--- config.mk ---
export PLATFORM = sky130hd
export DESIGN_NAME = lst_dma
export DESIGN_NICKNAME = d
export VERILOG_FILES = /design/src/rtl/lst_dma_pkg.sv /design/src/rtl/lst_dma_regs.sv /design/src/rtl/lst_dma_desc.sv /design/src/rtl/lst_dma_ctrl.sv /design/src/rtl/lst_dma.sv
export SDC_FILE = /design/constraint.sdc
export NUM_CORES = 1
export LEC_CHECK = 0
export BUFFER_PORTS_ARGS = -buffer_cell sky130_fd_sc_hd__buf_2
export CELL_PAD_IN_SITES_DETAIL_PLACEMENT = 1
export CELL_PAD_IN_SITES_GLOBAL_PLACEMENT = 1
export CORE_ASPECT_RATIO = 1.1
export CORE_MARGIN = 2
export CORE_UTILIZATION = 51
export CTS_CLUSTER_SIZE = 28
export DETAILED_ROUTE_END_ITERATION = 8
export GPL_ROUTABILITY_DRIVEN = 1
export GPL_TIMING_DRIVEN = 0
export PLACE_DENSITY_LB_ADDON = 0.1
export SYNTH_ARGS = -nofsm -noshare
export SYNTH_HDL_FRONTEND = slang
export SYNTH_HIERARCHICAL = 1
export SYNTH_SLANG_ARGS = --single-unit
--- constraint.sdc ---
create_clock -name clk -period 7.45 [get_ports clk]
set_input_delay 1.1175 -clock clk [delete_from_list [all_inputs] [get_ports clk]]
set_output_delay 1.1175 -clock clk [all_outputs]
set_load 0.01 [all_outputs]
--- src/rtl/lst_dma_pkg.sv ---
// Package: shared constants and types of the list-driven DMA engine.
// Assumes byte-wide memory and an 11-byte job descriptor.
package lst_dma_pkg;
    localparam int DESC_BYTES = 11;          // bytes read per descriptor
    localparam int IDX_W      = 4;           // width of the descriptor byte index
    localparam int LEN_W      = 16;          // length field is two bytes
    localparam logic [7:0] CMD_COPY = 8'h00;
    localparam logic [7:0] CMD_FILL = 8'h03;

    typedef enum logic [2:0] {
        ST_IDLE,
        ST_FETCH,
        ST_PLAN,
        ST_READ,
        ST_WRITE
    } dma_state_t;
endpackage

--- src/rtl/lst_dma_regs.sv ---
// Module: list-address registers and start trigger.
// Holds the bank and high bytes. The low byte is never stored: its write is
// the trigger, and it is passed straight through with the start pulse.
// Assumes ADDR_W lies between 17 and 24.
module lst_dma_regs #(
    parameter int ADDR_W = 20
) (
    input  logic              clk,
    input  logic              rst_n,
    input  logic              reg_we,
    input  logic [1:0]        reg_addr,
    input  logic [7:0]        reg_wdata,
    input  logic              busy,
    output logic              start,
    output logic [ADDR_W-1:0] list_addr
);
    localparam int BANK_W = ADDR_W - 16;

    logic [BANK_W-1:0] r_bank;
    logic [7:0]        r_high;

    // Capture bank and high bytes while idle; writes during a job are dropped.
    always_ff @(posedge clk) begin
        if (!rst_n) begin
            r_bank <= '0;
            r_high <= '0;
        end else if (reg_we && !busy) begin
            if (reg_addr == 2'd2) r_bank <= reg_wdata[BANK_W-1:0];
            if (reg_addr == 2'd1) r_high <= reg_wdata;
        end
    end

    // Start fires on an idle write of offset 0, with that byte as address bits 7:0.
    always_comb begin
        start     = reg_we && (reg_addr == 2'd0) && !busy;
        list_addr = {r_bank, r_high, reg_wdata};
    end
endmodule

--- src/rtl/lst_dma_desc.sv ---
// Module: descriptor capture.
// Stores descriptor bytes 0..8 as they stream in from memory. Only the
// address bits the engine uses are kept. Bytes 9 and 10 are read by the
// controller but not stored here.
module lst_dma_desc
    import lst_dma_pkg::*;
#(
    parameter int ADDR_W = 20
) (
    input  logic              clk,
    input  logic              rst_n,
    input  logic              cap_en,
    input  logic [IDX_W-1:0]  cap_idx,
    input  logic [7:0]        rdata,
    output logic [7:0]        d_cmd,
    output logic [LEN_W-1:0]  d_len,
    output logic [ADDR_W-1:0] d_src,
    output logic [ADDR_W-1:0] d_dst
);
    localparam int FIELD_BYTES = 9;
    localparam int TOP_W       = ADDR_W - 16;

    for (genvar i = 0; i < FIELD_BYTES; i++) begin : g_byte
        localparam int BW = (i == 5 || i == 8) ? TOP_W : 8;
        logic [BW-1:0] q;

        // Latch this descriptor byte when its index is accepted.
        always_ff @(posedge clk) begin
            if (!rst_n)                                      q <= '0;
            else if (cap_en && (cap_idx == IDX_W'(i)))       q <= rdata[BW-1:0];
        end

        if (i == 0) begin : g_cmd
            assign d_cmd = q;
        end else if (i <= 2) begin : g_len
            assign d_len[(i-1)*8 +: 8] = q;
        end else if (i <= 5) begin : g_src
            assign d_src[(i-3)*8 +: BW] = q;
        end else begin : g_dst
            assign d_dst[(i-6)*8 +: BW] = q;
        end
    end
endmodule

--- src/rtl/lst_dma_ctrl.sv ---
// Module: job sequencer.
// Walks the descriptor fetch, chooses the copy direction, and then runs one
// read plus one write per copied byte, or one write per filled byte.
// Assumes a request is accepted in any cycle with mem_ready high, with
// read data valid in that same cycle.
module lst_dma_ctrl
    import lst_dma_pkg::*;
#(
    parameter int ADDR_W = 20
) (
    input  logic              clk,
    input  logic              rst_n,
    input  logic              start,
    input  logic [ADDR_W-1:0] list_addr,
    input  logic [7:0]        d_cmd,
    input  logic [LEN_W-1:0]  d_len,
    input  logic [ADDR_W-1:0] d_src,
    input  logic [ADDR_W-1:0] d_dst,
    input  logic [7:0]        mem_rdata,
    input  logic              mem_ready,
    output logic              cap_en,
    output logic [IDX_W-1:0]  cap_idx,
    output logic              mem_req,
    output logic              mem_we,
    output logic [ADDR_W-1:0] mem_addr,
    output logic [7:0]        mem_wdata,
    output logic              busy,
    output logic              done
);
    localparam int CNT_W = LEN_W + 1;
    localparam logic [IDX_W-1:0] LAST_IDX = IDX_W'(DESC_BYTES - 1);

    dma_state_t        state;
    logic [IDX_W-1:0]  idx;
    logic [ADDR_W-1:0] lptr, sptr, dptr;
    logic [CNT_W-1:0]  remain;
    logic [7:0]        hold_byte;
    logic              down, fill_mode, done_q;
    logic [CNT_W-1:0]  rem_init;
    logic [ADDR_W-1:0] span;
    logic              accept;

    // Byte count of the job (0 means a full 64 KiB) and the offset of its last byte.
    always_comb begin
        rem_init = (d_len == '0) ? (CNT_W'(1) << LEN_W) : {1'b0, d_len};
        span     = ADDR_W'(rem_init - CNT_W'(1));
    end

    // Memory request decode from the current state.
    always_comb begin
        mem_req   = (state == ST_FETCH) || (state == ST_READ) || (state == ST_WRITE);
        mem_we    = (state == ST_WRITE);
        unique case (state)
            ST_FETCH: mem_addr = lptr;
            ST_READ:  mem_addr = sptr;
            ST_WRITE: mem_addr = dptr;
            default:  mem_addr = '0;
        endcase
        mem_wdata = fill_mode ? d_src[7:0] : hold_byte;
        accept    = mem_req && mem_ready;
        cap_en    = (state == ST_FETCH) && mem_ready;
        cap_idx   = idx;
        busy      = (state != ST_IDLE);
        done      = done_q;
    end

    // Sequencer: fetch, plan, then move bytes until the count runs out.
    always_ff @(posedge clk) begin
        if (!rst_n) begin
            state     <= ST_IDLE;
            idx       <= '0;
            lptr      <= '0;
            sptr      <= '0;
            dptr      <= '0;
            remain    <= '0;
            hold_byte <= '0;
            down      <= 1'b0;
            fill_mode <= 1'b0;
            done_q    <= 1'b0;
        end else begin
            done_q <= 1'b0;
            unique case (state)
                ST_IDLE: begin
                    if (start) begin
                        lptr  <= list_addr;
                        idx   <= '0;
                        state <= ST_FETCH;
                    end
                end
                ST_FETCH: begin
                    if (accept) begin
                        lptr <= lptr + ADDR_W'(1);
                        idx  <= idx + IDX_W'(1);
                        if (idx == LAST_IDX) state <= ST_PLAN;
                    end
                end
                ST_PLAN: begin
                    remain <= rem_init;
                    if (d_cmd == CMD_COPY) begin
                        fill_mode <= 1'b0;
                        down      <= (d_src < d_dst);
                        sptr      <= (d_src < d_dst) ? d_src + span : d_src;
                        dptr      <= (d_src < d_dst) ? d_dst + span : d_dst;
                        state     <= ST_READ;
                    end else if (d_cmd == CMD_FILL) begin
                        fill_mode <= 1'b1;
                        down      <= 1'b0;
                        dptr      <= d_dst;
                        state     <= ST_WRITE;
                    end else begin
                        state  <= ST_IDLE;
                        done_q <= 1'b1;
                    end
                end
                ST_READ: begin
                    if (accept) begin
                        hold_byte <= mem_rdata;
                        sptr      <= down ? sptr - ADDR_W'(1) : sptr + ADDR_W'(1);
                        state     <= ST_WRITE;
                    end
                end
                ST_WRITE: begin
                    if (accept) begin
                        remain <= remain - CNT_W'(1);
                        dptr   <= down ? dptr - ADDR_W'(1) : dptr + ADDR_W'(1);
                        if (remain == CNT_W'(1)) begin
                            state  <= ST_IDLE;
                            done_q <= 1'b1;
                        end else begin
                            state <= fill_mode ? ST_WRITE : ST_READ;
                        end
                    end
                end
                default: state <= ST_IDLE;
            endcase
        end
    end
endmodule

--- src/rtl/lst_dma.sv ---
// Module: list-driven memory DMA engine, top level.
// Connects the list-address registers, the descriptor capture and the
// sequencer. Assumes a single memory master (this block) while cpu_hold is high.
module lst_dma
    import lst_dma_pkg::*;
#(
    parameter int ADDR_W = 20
) (
    input  logic              clk,
    input  logic              rst_n,
    input  logic              reg_we,
    input  logic [1:0]        reg_addr,
    input  logic [7:0]        reg_wdata,
    output logic              mem_req,
    output logic              mem_we,
    output logic [ADDR_W-1:0] mem_addr,
    output logic [7:0]        mem_wdata,
    input  logic [7:0]        mem_rdata,
    input  logic              mem_ready,
    output logic              cpu_hold,
    output logic              done
);
    logic              start;
    logic [ADDR_W-1:0] list_addr;
    logic              cap_en;
    logic [IDX_W-1:0]  cap_idx;
    logic [7:0]        d_cmd;
    logic [LEN_W-1:0]  d_len;
    logic [ADDR_W-1:0] d_src, d_dst;
    logic              busy;

    lst_dma_regs #(.ADDR_W(ADDR_W)) u_regs (
        .clk(clk), .rst_n(rst_n), .reg_we(reg_we), .reg_addr(reg_addr),
        .reg_wdata(reg_wdata), .busy(busy), .start(start), .list_addr(list_addr)
    );

    lst_dma_desc #(.ADDR_W(ADDR_W)) u_desc (
        .clk(clk), .rst_n(rst_n), .cap_en(cap_en), .cap_idx(cap_idx),
        .rdata(mem_rdata), .d_cmd(d_cmd), .d_len(d_len), .d_src(d_src), .d_dst(d_dst)
    );

    lst_dma_ctrl #(.ADDR_W(ADDR_W)) u_ctrl (
        .clk(clk), .rst_n(rst_n), .start(start), .list_addr(list_addr),
        .d_cmd(d_cmd), .d_len(d_len), .d_src(d_src), .d_dst(d_dst),
        .mem_rdata(mem_rdata), .mem_ready(mem_ready),
        .cap_en(cap_en), .cap_idx(cap_idx),
        .mem_req(mem_req), .mem_we(mem_we), .mem_addr(mem_addr), .mem_wdata(mem_wdata),
        .busy(busy), .done(done)
    );

    // The processor is held exactly while the sequencer is away from idle.
    assign cpu_hold = busy;
endmodule

==> impl_results.md <==
- Layout Area Growth over Synthesis: 10.2%
- WP data required: 7.79 ns
- Num Clock Sinks: 171
- Slowest stage delay, CP: 0.57 ns
- Hold Vio Cnt, Final: 0
- Peak supply drop: 0.138 mV
- Worst skew pair latency: 0.45 ns
- CP Class: flop to flop
- Post-CTS Setup Inserts: 0
- Status: completed
- Comb pwr share: 25.0%
- CTS tree: built
- Max-slew violations: 0
- Final #Nets: 1844
- Post-DP HPWL: 37800 um
- Port Buffers: 52
- Worst-margin pin slew: 1.12 ns
- Net Sw Frac: 38.0%
- CTS H-tree depth: 4
- Clock share of power: 37.1%
- Vias in the first global route: 13700
- PwrDens: 190 nW/um2
- Cell count after synthesis: 1646
- Yosys reg bits: 171
- Top Ports: 54
- Detailed Route Iter0 Violations: 969
- CP Max Fanout: 7
- Hold crit path type: flop to flop
- Leakage Power: 5.87 nW
- Crit-path slowest cell: or4_4
- Root buffer cell: clkbuf_16
- Die Width: 155 um
- DP Cell Count: 2010
- Setup crit start kind: flop
- Mapped cell area: 12800 um2
- Die area: 26300 um2
- Global-route wire length before repair: 76300 um
- RSZ-0062 raised after global routing: no
- TritonCTS Buffers: 17
- Die height: 170 um
- Clock Skews: 0.0131 ns
- Routed Antenna Nets: 0
- CP cell instances: buf_6 > nor4_1 > nand3_2 > or4_4 > a21boi_4 > nand2b_4 > nor2_1 > xor2_1 > ha_1 > a21o_1 > a21o_1 > a2111oi_2 > o211ai_1 > a31oi_1 > xor2_1 > o21ai_0 > nand3_1 > o211a_1
- Starting Density: 51.9%
- Cts hold-fix bufs: 0
- Final WL: 50000 um
- DR WL/cell: 24.5 um
- Ratio of cells with drive above 1 in the final layout: 8.83%
- Top_reg_cell synth: dfxtp_1
- Clock Tree Buf Depth: 2
- Post_cts resized: 0
- Setup TNS: 0 ns
- Vias: 13200
- Initial antenna violation count: 0
- Worst Setup End Kind: flop
- Final cell utilization of the core: 57.3%
- EDFF count, synth: 0
- Cell internal pwr: 0.00166 W
- Slew Limit Headroom: 25.6%
- GP Congestion: 0.954
- Power share of the sequential group: 37.8%
- Final std cells w/o fill: 2042
- Final Setup Violations: 0
- Largest net degree at the start of global routing: 40
- DRC violations left: 0
- DRT Pass-1 Iters: 5
- Post-synthesis async set-or-reset flop share: 0%
- Clock slew at reported path FFs: 0.09 ns
- Placed cell areas: 13400 um2
- Rows: 60
- Yosys cell types: 84
- Tcrit/Tclk final: 70.1%
- Vias per cell: 6.48
- Area of the core: 24500 um2
- Fin area: 14100 um2
- Power Total: 0.00268 W
- GRT Util Overall: 37.8%
- Mean area per synthesized cell: 7.75 um2
- Ant diodes: 0
- Worst Path Arrival: 5.57 ns
- GR Overflow Total: 0
- Fmax: 191 MHz
- Syn. warnings: 6
- Tmin final: 5.23 ns
- Fillers: 3101
- Max Cap Viol: 0
- Seq/Total Area, Yosys: 26.8%
- Psw: 0.00102 W
[state kept, by name (all words and copies together), names as in the netlist, 3 cells and up]
signal and count:
u_desc/g_byte.q 56, u_ctrl/dptr 20, u_ctrl/lptr 20, u_ctrl/sptr 20, u_ctrl/remain 17, u_ctrl/hold_byte 8
u_desc/d_cmd 8, u_regs/r_high 8, u_ctrl/cap_idx 4, u_regs/r_bank 4, u_ctrl/state 3
[worst max-delay path, delay by kind of cell (launching register included)]
kind                       cells  cell delay (ns)
AOI/OAI and AO/OA              8             2.07
buffers and inverters          1             0.13
xor gates and xnor gates       2             0.55
DFF                            1             0.33
and+or+nand+nor                6             1.65
adders and majority gates      1             0.39
[path summary, 6_finish.rpt]
path,startpoint,endpoint,slack [ns],depth (start not counted)
hold reg to reg,u_ctrl/hold_byte[3]$_SDFFE_PN0P_,u_ctrl/hold_byte[3]$_SDFFE_PN0P_,0.46,2
setup reg to reg,u_desc/g_byte[1].q[6]$_SDFFE_PN0P_,u_ctrl/dptr[19]$_SDFFE_PN0P_,2.22,18
hold / removal,u_ctrl/hold_byte[3]$_SDFFE_PN0P_,u_ctrl/hold_byte[3]$_SDFFE_PN0P_,0.46,2
setup / recovery,u_desc/g_byte[1].q[6]$_SDFFE_PN0P_,u_ctrl/dptr[19]$_SDFFE_PN0P_,2.22,18
[synthesized netlist by cell type, types with 9 or more instances]
| library cell | instances | area [um2] |
|---|---|---|
| nand2_1 | 249 | 935 |
| dfxtp_1 | 171 | 3420 |
| nor2_1 | 131 | 492 |
| a21oi_1 | 127 | 636 |
| o21ai_0 | 126 | 631 |
| mux2i_1 | 109 | 1090 |
| ha_1 | 99 | 1240 |
| inv_1 | 61 | 229 |
| clkbuf_1 | 60 | 225 |
| xnor2_1 | 49 | 429 |
| nand3_1 | 44 | 220 |
| nor3_1 | 39 | 195 |
| a21o_1 | 24 | 180 |
| xor2_1 | 24 | 210 |
| a211oi_1 | 21 | 158 |
| a31oi_1 | 21 | 131 |
| o211ai_1 | 17 | 128 |
| and3_1 | 16 | 100 |
| nand2b_1 | 14 | 87.6 |
| mux2_2 | 13 | 146 |
| buf_2 | 12 | 60.1 |
| o31ai_1 | 12 | 90.1 |
| a22oi_1 | 11 | 82.6 |
| nand4_1 | 11 | 68.8 |
| o21bai_1 | 10 | 75.1 |
| and2_1 | 9 | 56.3 |
| buf_4 | 9 | 67.6 |
| o21a_1 | 9 | 67.6 |
| o22ai_1 | 9 | 56.3 |
[metrics by stage]
| step | setup WS [ns] | hold WS (ns) |
|---|---|---|
| after CTS | 2.29 | 0.461 |
| after global placement | 2.45 | 0.439 |
| final | 2.22 | 0.457 |
| after global routing | 2.04 | 0.479 |
| after floorplan | 3.21 | 0.434 |
| after detailed placement | 2.42 | 0.448 |
[layout by cell type, fill, tap and decap left out, drive strengths merged, types with 50 or more instances in the layout]
cell type / instances
a21oi: 127
buf: 79
clkbuf: 78
dfxtp: 171
ha: 99
inv: 71
mux2i: 109
nand2: 250
nor2: 132
o21ai: 127
xnor2: 50
[cell type report]
cell class / count / area (um2) / share of cell area (%)
timing repair buffer: 53 / 268 / 1.90
clock inverter: 15 / 213 / 1.51
inverter: 62 / 233 / 1.66
buffer: 87 / 392 / 2.79
sequential: 171 / 3420 / 24.4
multi-input combinational: 1327 / 8710 / 62.0
tap: 310 / 388 / 2.76
clock buffer: 17 / 425 / 3.03
[power groups by stage]
stage	combinational (W)	clock, W	sequential [W]
after floorplan	0.000445	0	0.00101
after detailed placement	0.000642	0	0.00103
after global placement	0.000619	0	0.00103
after global routing	0.000721	0.00104	0.00102
after CTS	0.000652	0.000995	0.00101
final	0.000670	0.000993	0.00101
[routing by layer]
layer,vias to the layer above,routed length [um],track usage [%]
met2,514,23600,64.8
li1,6059,-,-
met5,-,0,0
met1,6489,19900,44.4
met3,169,2830,4.33
met4,0,3700,26.0
[cell families after synthesis]
kind of cell             share of synthesized area [%]
buffers and inverters                             4.90
adder cells (fa/ha/maj)                           10.3
XOR/XNOR                                          5.14
flip-flops                                        26.8
AO/OA/AOI/OAI                                     22.2
multiplexers                                      9.70
AND/OR/NAND/NOR                                   20.9
other                                           0.0294
(Power assumes the default switching activity.)
